**config.mk**
```make
export PLATFORM = sky130hd
export DESIGN_NAME = osc_settle_ctrl
export DESIGN_NICKNAME = d
export VERILOG_FILES = /design/src/rtl/osc_settle_pkg.sv /design/src/rtl/stab_counter.sv /design/src/rtl/settle_seq.sv /design/src/rtl/rst_stretch.sv /design/src/rtl/osc_settle_ctrl.sv
export SDC_FILE = /design/constraint.sdc
export NUM_CORES = 1
export LEC_CHECK = 0
export ABC_AREA = 1
export ABC_CLOCK_PERIOD_IN_PS = 1600
export BUFFER_PORTS_ARGS = -buffer_cell sky130_fd_sc_hd__buf_2
export CORE_MARGIN = 2
export CORE_UTILIZATION = 41
export CTS_CLUSTER_DIAMETER = 30
export CTS_CLUSTER_SIZE = 30
export DETAILED_ROUTE_END_ITERATION = 10
export SLEW_MARGIN = 0
export SYNTH_ARGS = -nofsm -noshare
export SYNTH_HDL_FRONTEND = slang
export SYNTH_SLANG_ARGS = --single-unit
```
**constraint.sdc**
```tcl
create_clock -name osc_clk -period 1.6 [get_ports osc_clk]
set_input_delay 0 -clock osc_clk [delete_from_list [all_inputs] [get_ports osc_clk]]
set_output_delay 0 -clock osc_clk [all_outputs]
set_load 0.01 [all_outputs]
```
**src/rtl/osc_settle_pkg.sv**
```systemverilog
package osc_settle_pkg;
   typedef enum logic [1:0] {
      PH_RUN    = 2'd0,
      PH_SETTLE = 2'd1,
      PH_STOP   = 2'd2
   } phase_e;
endpackage

```
**src/rtl/stab_counter.sv**
```systemverilog
module stab_counter #(
   parameter int CNT_W = 13
) (
   input  logic             clk,
   input  logic             clr,
   input  logic             hold,
   output logic [CNT_W-1:0] cnt
);
   localparam logic [CNT_W-1:0] ONE = CNT_W'(1);

   always_ff @(posedge clk) begin
      if (clr)        cnt <= '0;
      else if (!hold) cnt <= cnt + ONE;
   end
endmodule

```
**src/rtl/settle_seq.sv**
```systemverilog
module settle_seq
   import osc_settle_pkg::*;
#(
   parameter int CNT_W     = 13,
   parameter int SHORT_CYC = 32,
   parameter int LONG_CYC  = 4096
) (
   input  logic             clk,
   input  logic             por,
   input  logic             stop_req,
   input  logic             wake,
   input  logic             short_opt,
   input  logic [CNT_W-1:0] cnt,
   output phase_e           phase,
   output logic             bus_en
);
   localparam logic [CNT_W-1:0] SHORT_TC = CNT_W'(SHORT_CYC - 1);
   localparam logic [CNT_W-1:0] LONG_TC  = CNT_W'(LONG_CYC - 1);

   logic             lim_short;
   logic [CNT_W-1:0] tc;

   assign tc = lim_short ? SHORT_TC : LONG_TC;

   always_ff @(posedge clk) begin
      if (por) begin
         phase     <= PH_SETTLE;
         lim_short <= 1'b0;
         bus_en    <= 1'b0;
      end else if (stop_req) begin
         phase  <= PH_STOP;
         bus_en <= 1'b0;
      end else begin
         unique case (phase)
            PH_STOP: if (wake) begin
               phase     <= PH_SETTLE;
               lim_short <= short_opt;
            end
            PH_SETTLE: if (cnt == tc) begin
               phase  <= PH_RUN;
               bus_en <= 1'b1;
            end
            default: ;
         endcase
      end
   end
endmodule

```
**src/rtl/rst_stretch.sv**
```systemverilog
module rst_stretch #(
   parameter int RST_LEN = 4
) (
   input  logic clk,
   input  logic por,
   input  logic req,
   output logic pin_low
);
   generate
      if (RST_LEN == 1) begin : g_single
         always_ff @(posedge clk) begin
            if (por) pin_low <= 1'b0;
            else     pin_low <= req;
         end
      end else begin : g_multi
         localparam int LW = $clog2(RST_LEN);
         localparam logic [LW-1:0] LOAD = LW'(RST_LEN - 1);
         logic [LW-1:0] left;
         always_ff @(posedge clk) begin
            if (por) begin
               pin_low <= 1'b0;
               left    <= '0;
            end else if (req) begin
               pin_low <= 1'b1;
               left    <= LOAD;
            end else if (left != '0) begin
               left <= left - LW'(1);
            end else begin
               pin_low <= 1'b0;
            end
         end
      end
   endgenerate
endmodule

```
**src/rtl/osc_settle_ctrl.sv**
```systemverilog
module osc_settle_ctrl
   import osc_settle_pkg::*;
#(
   parameter int CNT_W     = 13,
   parameter int SHORT_CYC = 32,
   parameter int LONG_CYC  = 4096,
   parameter int RST_LEN   = 4
) (
   input  logic             osc_clk,
   input  logic             por_pulse,
   input  logic             ext_rst_in,
   input  logic             stop_req,
   input  logic             wake_irq,
   input  logic             wake_brk,
   input  logic             short_opt,
   input  logic             mon_entry,
   input  logic             vec_erased,
   output logic             bus_clk_en,
   output logic [CNT_W-1:0] cnt_value,
   output logic             rst_pin_low
);
   generate
      if (SHORT_CYC < 1 || SHORT_CYC > LONG_CYC) begin : g_bad_short
         $error("SHORT_CYC must lie in 1..LONG_CYC");
      end
      if (LONG_CYC >= (1 << CNT_W)) begin : g_bad_long
         $error("LONG_CYC must fit in CNT_W bits");
      end
      if (RST_LEN < 1) begin : g_bad_rst
         $error("RST_LEN must be at least 1");
      end
   endgenerate

   phase_e phase;
   logic   int_req;
   logic   wake_any;
   logic   cnt_clr;
   logic   cnt_hold;

   assign int_req  = mon_entry & vec_erased;
   assign wake_any = wake_irq | wake_brk | ext_rst_in | int_req;
   assign cnt_clr  = por_pulse | stop_req;
   assign cnt_hold = (phase == PH_STOP);

   stab_counter #(.CNT_W(CNT_W)) u_cnt (
      .clk  (osc_clk),
      .clr  (cnt_clr),
      .hold (cnt_hold),
      .cnt  (cnt_value)
   );

   settle_seq #(
      .CNT_W     (CNT_W),
      .SHORT_CYC (SHORT_CYC),
      .LONG_CYC  (LONG_CYC)
   ) u_seq (
      .clk       (osc_clk),
      .por       (por_pulse),
      .stop_req  (stop_req),
      .wake      (wake_any),
      .short_opt (short_opt),
      .cnt       (cnt_value),
      .phase     (phase),
      .bus_en    (bus_clk_en)
   );

   rst_stretch #(.RST_LEN(RST_LEN)) u_rst (
      .clk     (osc_clk),
      .por     (por_pulse),
      .req     (int_req),
      .pin_low (rst_pin_low)
   );
endmodule

```
# == Word-level counts from Yosys, hierarchy flattened ==
# Index checks and enable logic that the tools add are counted.
# classes
bitwise_logic,6
magnitude_cmp,0
mul,0
addsub,2
n_mux,9
reduce_logical,7
n_div,0
eq_ne,6
shift,0
# ops
operator,n
adder 13 x 1 -> 13 bit (second input constant),1
equality test 13 bit,1
two-way mux 12 bit,1
two-way mux 2 bit,5
inequality test 3 x 2 -> 1 bit (second input constant),2
AND reduction 3 bit,2
OR 1 bit,4
case mux 2 bit (2 select lines),1
nonzero test 2 bit,2
nonzero test 3 bit,1
equality test 2 x 1 -> 1 bit (second input constant),1
equality test 2 bit (second input constant),1
two-way mux 1 bit,2
inequality test 2 bit (second input constant),1
AND reduction 2 bit,1
OR reduction 2 bit,1
subtractor 2 x 1 -> 2 bit (second input constant),1
AND 1 bit,1
inverter 1 bit,1
# word_totals
word_cells,36
in_bits,9
ram_bits,0
output_inout_bits,15
n_memories,0
romBits,0
latchBits,0
regBits,20

# == Logic depth before layout (Yosys ltp) ==
# Gate-level depths: netlist (run 1).
# depth
depth_word,6
mapped_depth,9
mapped_depth_nobuf,9

# == Hierarchy ==
# Synthesis (run 1) repeated with hierarchy kept, for this count alone.
# unflattened
cells_unflattened,175
hier_area_um2,1104.8
# modules_own_cells
module,instances,cells_per_inst,area_per_inst_um2,seq_area_each_um2
stab_counter,1,96,645.6,260.2
settle_seq,1,51,289.0,80.1
rst_stretch,1,20,136.4,60.1
osc_settle_ctrl,1,8,33.8,0.0

# == Worst setup path after synthesis (run 1) ==
# No wires, ideal clock.
# synth_timing
kind,reg2reg
from,register u_cnt.cnt[0]
to,register u_cnt.cnt[12]
t_required_ns,1.487
synth_period_minus_slack_ns,1.341
setup_slack_ns,0.259
setup_time_ns,0.113
t_arrival_ns,1.229
path_buffers,0
stages_incl_launch_ff,9
path_cell_list,dfxtp_1 ha_1 nand2_1 nor2_1 nand3_2 nor2_1 nand3_1 nand2_1 nor2_1
# synth_via
elab_chain_len,1
# synth_rtl
element,line_no,source
start: declaration,stab_counter.sv:7,output logic [CNT_W-1:0] cnt
start signal: assignment,stab_counter.sv:13,else if (!hold) cnt <= cnt + ONE;
adder 13 x 1 -> 13 bit,stab_counter.sv:13,
# No other way between the ends.
# A chain may end at the register's enable or synchronous reset.

# == Worst setup path after layout (run 1) ==
# Ends and elaborated chain as after synthesis.

==> key figures, run 1 <==
Status
  • Status: completed

Global routing
  • Initial antenna violation count: 0
  • First-pass GRT wire length: between 3000 and 4000 microns
  • Global Route Usage Sum: 0.1579
  • Total grt overflow: 0
  • Number of global-route vias before repair: 810
  • Largest net degree at the start of global routing: 13

Clocking
  • Clk sinks: 20
  • Htree depth: 1
  • Max Root-Sink Buffers: 2
  • Insertion delay to the later sink of the worst-skew pair: approximately 0.3 ns
  • CTS Root Cell: clkbuf_4
  • Worst-path clk slew: approximately 0.11 ns
  • Cts bufs inserted: 3
  • CTS tree: yes

Die
  • Die span in y: between 50 and 60 microns
  • FP Rows: 18
  • DIE AREA: around 2900 sq um
  • Top Ports: 24
  • Die width: between 50 and 60 microns
  • Core ar.: 2410 sq um
  • Initial Util: 0.4216

Final layout
  • Layout Utilization: 0.5078
  • Post-route insts no fill: 206
  • N_diodes: 0
  • Layout cells sized above 1: 0.2102
  • NumNets Final: around 190
  • Area growth, synth to finish: 20.44%

Setup path
  • R2R cell count: 8
  • Crit end category: flop
  • Crit path DAT: approximately 1.7 ns
  • CP max FO: 6
  • CP startpoint: u_cnt.cnt[0]
  • Startpoint Class: flop
  • FF-to-FF setup slack: around 0.16 ns
  • Worst setup path end: u_cnt.cnt[12]
  • Critical path class: reg -> reg
  • Critical R2R Capture: u_cnt.cnt[12]
  • R2R Path Start: u_cnt.cnt[0]
  • Req. time, crit path: between 1.5 and 2 ns

Drt
  • Routed vias/inst: slightly below 5
  • Final wirelength: between 2000 and 2500 microns
  • Final ANT Viol Nets: 0
  • Drt first pass iters: 4
  • Drt first-iter violations: 24
  • Routed vias: slightly above 1000
  • Wire length per cell: slightly above 10 microns
  • DRC viols: 0

Run
  • Max-cap violations: 0

Timing
  • FMAX: roughly 0.69 GHz
  • Final worst-path cycle share: 0.9009
  • Hold Fails Final Rpt: 0
  • Tmin final: between 1 and 1.5 ns
  • Least-Margin Pin Slew: 0.2627 ns
  • Total Neg Setup Slack: 0 ns
  • Final Setup Violations: 0
  • Slew HR: 0.8247
  • RSZ-0062 raised after global routing: false
  • Final Max Slew Viols: 0
  • Setup WS post-layout: between 0.15 and 0.2 ns
  • Worst Skew: approximately 0.0037 ns

Logic synthesis
  • Seq/Total Area, Yosys: 0.3941
  • Syn nets: 158
  • Async set or reset register ratio after synthesis: 0
  • Largest cells by area after synthesis: dfxtp_1 (39%), nand2_1 (11%), nor2_1 (8.9%), inv_1 (7.4%), a21oi_1 (5.4%)
  • Area of the mapped netlist: 1016 sq um
  • Number of synthesized register bits: 20
  • Post-synth top area share: 0.3941
  • Synth warnings: 0
  • Syn_area_per_cell: between 6 and 7 sq um
  • Top post-synthesis cells by count: nand2_1 (29), nor2_1 (24), dfxtp_1 (20), inv_1 (20)
  • Number of enable flip-flop cells after synthesis: 0
  • Yosys top cell by area: dfxtp_1
  • Most frequent cell after synthesis: nand2_1
  • Unique cell type count in the Yosys netlist: 18
  • Top_reg_cell synth: dfxtp_1
  • Mapped Cells: 147

Placed design
  • GPL Wtd Cong: around 0.86
  • Pre-CTS setup slack: about 0.21 ns
  • # port buffers: 23
  • Post-DP HPWL: between 1500 and 2000 microns
  • Placed cell count: 200

Power and ir drop
  • Static leakage: approximately 0.55 nW
  • Pwr Total: between 0.0008 and 0.0009 W
  • Cell area power density: 725.5 nW/um^2
  • Peak VDD IR: between 400 and 500 uV

Hold path
  • Min-Delay Path Class: in -> reg
[sequential cells by signal, indices dropped and copies added, names as in the netlist]
name                flops
u_rst.g_multi.left      2
u_cnt.cnt              13
u_rst.pin_low           1
u_seq.phase             2
u_seq.lim_short         1
u_seq.bus_en            1
[cells in the final DEF (no fill, tap or decap), types with 3 or more instances in the layout]
master and count:
a21oi_1 11, a31oi_1 3, buf_2 23, clkbuf_4 3, dfxtp_1 20, dlygate4sd3_1 3
inv_1 20, nand2_1 29, nand3_1 11, nand4_1 4, nor2_1 24, nor2_4 3
o21ai_0 11
[kinds of logic after synthesis]
kind of cell / synth area share
AO/OA/AOI/OAI: 0.1342
adder cells (fa/ha/maj): 0.02463
buffers and inverters: 0.09112
flip-flops: 0.3941
AND/OR/NAND/NOR: 0.3559
[per-stage QoR]
stage	cell area (sq um)	hold WS, ns
floorplan	1016	0.06907
global placement	1171	0.2248
detailed placement	1171	0.2320
CTS	1224	0.04622
global route	1224	0.08019
finish	1224	0.04677
[power by group]
| part | leakage [nW] | internal, W | switching (W) |
|---|---|---|---|
| registers | 0.163 | 0.000519 | 0.0000149 |
| clock network | 0.0138 | 0.0000877 | 0.000155 |
| logic | 0.376 | 0.0000477 | 0.0000633 |
[area by class of cell]
class | instances | area [sq um]
timing repair buffer | 27 | 152.6
inverter | 22 | 87.58
multi-input combinational | 104 | 523.0
sequential | 20 | 400.4
clock buffer | 3 | 22.52
tap | 30 | 37.54
fill | 249 | 1186
[worst min-delay path by stage]
stage	slack, ns	cells after the start	to	startpoint
after global routing	0.08	3	u_rst.pin_low	mon_entry
after global placement	0.22	2	u_rst.pin_low	por_pulse
after CTS	0.05	3	u_rst.pin_low	vec_erased
after floorplan	0.07	1	u_rst.pin_low	por_pulse
after detailed placement	0.23	2	u_rst.pin_low	por_pulse
final	0.05	3	u_rst.pin_low	vec_erased
[metal layers]
layer  part of all wire  GRT usage
met5                  0          0
met1               0.44     0.2020
met3              0.070    0.02778
met4              0.017    0.06410
met2               0.47     0.2602
[worst max-delay path: stages (launching register included)]
cell     delay (ns)
dfxtp_1        0.42
ha_1           0.28
nand2_1        0.08
nor2_1         0.11
nand3_2        0.11
nor2_1         0.15
nand3_1        0.09
nand2_1        0.07
nor2_1         0.03
[timing repair]
item | 4_1_cts | 5_1_grt
setup buffers | 0 | 0
endpoints found under the hold margin | 4 | 0
gates resized for setup | 0 | 0
hold buffers | 3 | 0
No activity file was read; power rests on OpenSTA's default activity.
==> inputs of run 2 (changes only) <==
ABC_AREA = 0   (was 1)
SYNTH_HIERARCHICAL = 1   (was unset)
==> run 2 against run 1 <==
  * The run now ends with negative setup slack left
  * Fmax fell by 10%
  * Routed wire length increased by 12%
  * Combinational power rose by 62%
  * Sequential power increased by 1%
  * Power increased by 22%
  * Die area fell by 2.5%
  * Synthesized cell count shrank 27%
  * Count of clock-buffer cells in the layout up 1
  * Sequential share of layout area shrank 4.5 points
  * Register-to-register slack got worse by 0.17 ns
  * Via count is 7.7% lower
  * Global-route usage increased by 3.8 points
  * Largest power group unchanged
==> key figures, run 2 <==
Status
  • Status: finished with violations
  • Failing checks: negative setup slack

Logic synthesis
  • Mapped Cells: 107 (-27%)
  • Post-synth top area share: 0.4051 (+0.01097)
  • Seq/Total Area, Yosys: 0.4051 (+0.01097)
  • Syn_area_per_cell: 9.238 sq um (+34%)
  • Top_reg_cell synth: dfxtp_1
  • Number of enable flip-flop cells after synthesis: 0 (unchanged)
  • Syn nets: 118 (-25%)
  • Largest cells by area after synthesis: dfxtp_1 (41%), nor2_1 (4.9%), a21oi_1 (3.5%), mux2_1 (3.4%), mux2i_1 (3.0%)
  • Area of the mapped netlist: 988.4 sq um (-2.7%)
  • Top post-synthesis cells by count: dfxtp_1 (20), nor2_1 (13), a21oi_1 (7), inv_1 (7), nand2_1 (6)
  • Number of synthesized register bits: 20 (unchanged)
  • Unique cell type count in the Yosys netlist: 38 (+20)
  • Async set or reset register ratio after synthesis: 0 (unchanged)
  • Synth warnings: 6 (+6)
  • Most frequent cell after synthesis: dfxtp_1
  • Yosys top cell by area: dfxtp_1

Final layout
  • Area growth, synth to finish: 47.97%
  • Max reg flops: 13 (unchanged)
  • Largest Register: u_cnt/cnt
  • Cell area after layout: 1463 sq um (+20%)
  • Layout cells sized above 1: 0.4710 (+0.2607)
  • Layout Utilization: 0.6487 (+0.1409)
  • N_diodes: 0 (unchanged)
  • Most common cell after layout, fill and taps aside: buf_2
  • Most frequent cells in the layout: buf_2 (23), buf_4 (18), nor2_1 (13), dfxtp_1 (12)
  • NumNets Final: 167 (-12%)
  • Biggest registers after layout: u_cnt/cnt (13), u_rst/g_multi.left (2), u_seq/phase (2)

Clocking
  • Cts bufs inserted: 3 (unchanged)
  • Insertion delay to the later sink of the worst-skew pair: 0.31 ns (about the same)
  • CTS Root Cell: clkbuf_4
  • Clk sinks: 20 (unchanged)
  • Htree depth: 1 (unchanged)
  • Worst-path clk slew: 0.12 ns (about the same)
  • CTS tree: yes
  • Max Root-Sink Buffers: 2 (unchanged)

Power and ir drop
  • Sequential share of power: 0.500 (-0.101)
  • Pwr Total: 0.001080 W (+22%)
  • Logic pwr share: 0.167 (+0.042)
  • Peak VDD IR: 554.7 uV (+22%)
  • Static leakage: 0.6856 nW (+24%)
  • Power Internal: 0.0008100 W (+24%)
  • Clock share of power: 0.333 (+0.059)
  • Cell area power density: 738.4 nW/um^2 (+1.8%)
  • P_sw: 0.0002700 W (+16%)
  • Sw Share: 0.2500 (-0.01290)

Die
  • Core ar.: 2255 sq um (-6.4%)
  • Die span in y: 53.10 microns (-1.3%)
  • Die width: 53.10 microns (-1.3%)
  • FP Rows: 17 (-1)
  • DIE AREA: 2820 sq um (-2.5%)
  • Initial Util: 0.4384 (+0.01680)
  • Top Ports: 24 (unchanged)

Setup path
  • Critical R2R Capture: u_seq/phase[0]
  • R2R Path Start: u_seq/phase[1]
  • R2R cell count: 4 (-4)
  • Startpoint Class: flop
  • Crit end category: flop
  • Req. time, crit path: 1.81 ns (about the same)
  • CP max FO: 3 (-3)
  • FF-to-FF setup slack: -0.009 ns (-0.17 ns)
  • Critical path class: reg -> reg
  • Crit path DAT: 1.82 ns (+0.17 ns)

Drt
  • Routed vias: 939 (-7.7%)
  • DRC viols: 0 (unchanged)
  • Wire length per cell: 13.04 microns (+26%)
  • Routed vias/inst: 5.131 (+3.9%)
  • Drt first pass iters: 4 (unchanged)
  • Final ANT Viol Nets: 0 (unchanged)
  • Drt first-iter violations: 11 (-54%)
  • Final wirelength: 2387 microns (+12%)

Timing
  • Final worst-path cycle share: 1.006 (+0.1049)
  • Final Setup Violations: 1 (+1)
  • Worst Skew: 0.007904 ns (+0.004209 ns)
  • Setup WS post-layout: -0.009177 ns (-0.1678 ns)
  • FMAX: 0.6214 GHz (-10%)
  • Hold Fails Final Rpt: 0 (unchanged)
  • Slew HR: 0.7778 (-0.04682)
  • Tmin final: 1.609 ns (+0.1678 ns)
  • Final Max Slew Viols: 0 (unchanged)
  • Least-Margin Pin Slew: 0.3325 ns (+0.06987 ns)
  • RSZ-0062 raised after global routing: true
  • Total Neg Setup Slack: -0.009177 ns (-0.009177 ns)

Placed design
  • Pre-CTS setup slack: -0.1332 ns (-0.3447 ns)
  • # port buffers: 23 (unchanged)
  • Post-DP HPWL: 1664 microns (+2.4%)
  • Placed standard-cell area: 1271 sq um (+8.5%)
  • GPL Wtd Cong: 0.7464 (-13%)

Hold path
  • Hold depth: 4 (+1)
  • Hold_sp: vec_erased
  • Min-Delay Path Class: in -> reg
  • Worst Hold End: u_rst/pin_low

Global routing
  • Initial antenna violation count: 0 (unchanged)
  • Global Route Usage Sum: 0.1961 (+0.03823)
  • First-pass GRT wire length: 3926 microns (+18%)
  • Total grt overflow: 0 (unchanged)
  • Number of global-route vias before repair: 901 (+11%)
  • Largest net degree at the start of global routing: 17 (+4)

Run
  • Max-cap violations: 0 (unchanged)
-- run 2: logic make-up after synthesis --
family	synth area share
xor gates and xnor gates	0.04431
AOI/OAI and AO/OA	0.1278
adders and majority gates	0.02531
muxes	0.06456
buffers and inverters	0.03417
and+or+nand+nor	0.2987
DFF	0.4051
-- run 2: what timing repair did --
item                                    4_1_cts  5_1_grt
endpoints found under the hold margin         6        0
pin swaps                                     4        6
gates resized for setup                       6       15
buffers inserted                              0        2
endpoints found under the setup margin        4        8
hold buffers                                  3        0
-- run 2: worst max path at each step --
stage,cells after the start,end,startpoint,slack (ns)
final,4,u_seq/phase[0],u_seq/phase[1],-0.009
after global routing,4,u_seq/phase[0],u_cnt/cnt[4],-0.05
after detailed placement,4,u_seq/phase[0],u_seq/lim_short,-0.13
after CTS,4,u_seq/phase[0],u_cnt/cnt[6],-0.03
after global placement,4,u_seq/phase[0],u_seq/lim_short,-0.16
after floorplan,4,u_seq/phase[0],u_cnt/cnt[4],-0.02
-- run 2: power groups by stage --
| stage | clock network (W) | logic (W) | registers [W] |
|---|---|---|---|
| after floorplan | 0 | 0.000115 | 0.000552 |
| after global placement | 0 | 0.000161 | 0.000547 |
| after detailed placement | 0 | 0.000171 | 0.000549 |
| after CTS | 0.000367 | 0.000180 | 0.000537 |
| after global routing | 0.000391 | 0.000209 | 0.000543 |
| final | 0.000359 | 0.000180 | 0.000540 |
-- run 2: per-layer routing --
metal,share of wire,vias to the layer above,global-route usage
li1,-,483,-
met1,0.47,432,0.2526
met2,0.47,19,0.3208
met3,0.041,5,0.02542
met4,0.019,0,0.09402
met5,0,-,0
-- run 2: area by class of cell --
type                       instances  area [sq um]
clock buffer                       4         47.55
fill                             195         792.0
inverter                           8         30.03
multi-input combinational         78         645.6
sequential                        20         412.9
tap                               28         35.03
timing repair buffer              45         291.5
-- run 2: per-stage QoR --
step                      std cells  hold slack, ns
final                           183         0.05370
after global routing            183         0.08090
after CTS                       181         0.04757
after detailed placement        174          0.2275
after global placement          174          0.2204
after floorplan                 107         0.07238
-- run 2: critical path, cell delays in order, from the launching register on --
cell and delay [ns]:
dfxtp_2 0.35, or4bb_4 0.54, a211oi_4 0.23, o21ai_2 0.11, a311o_1 0.28
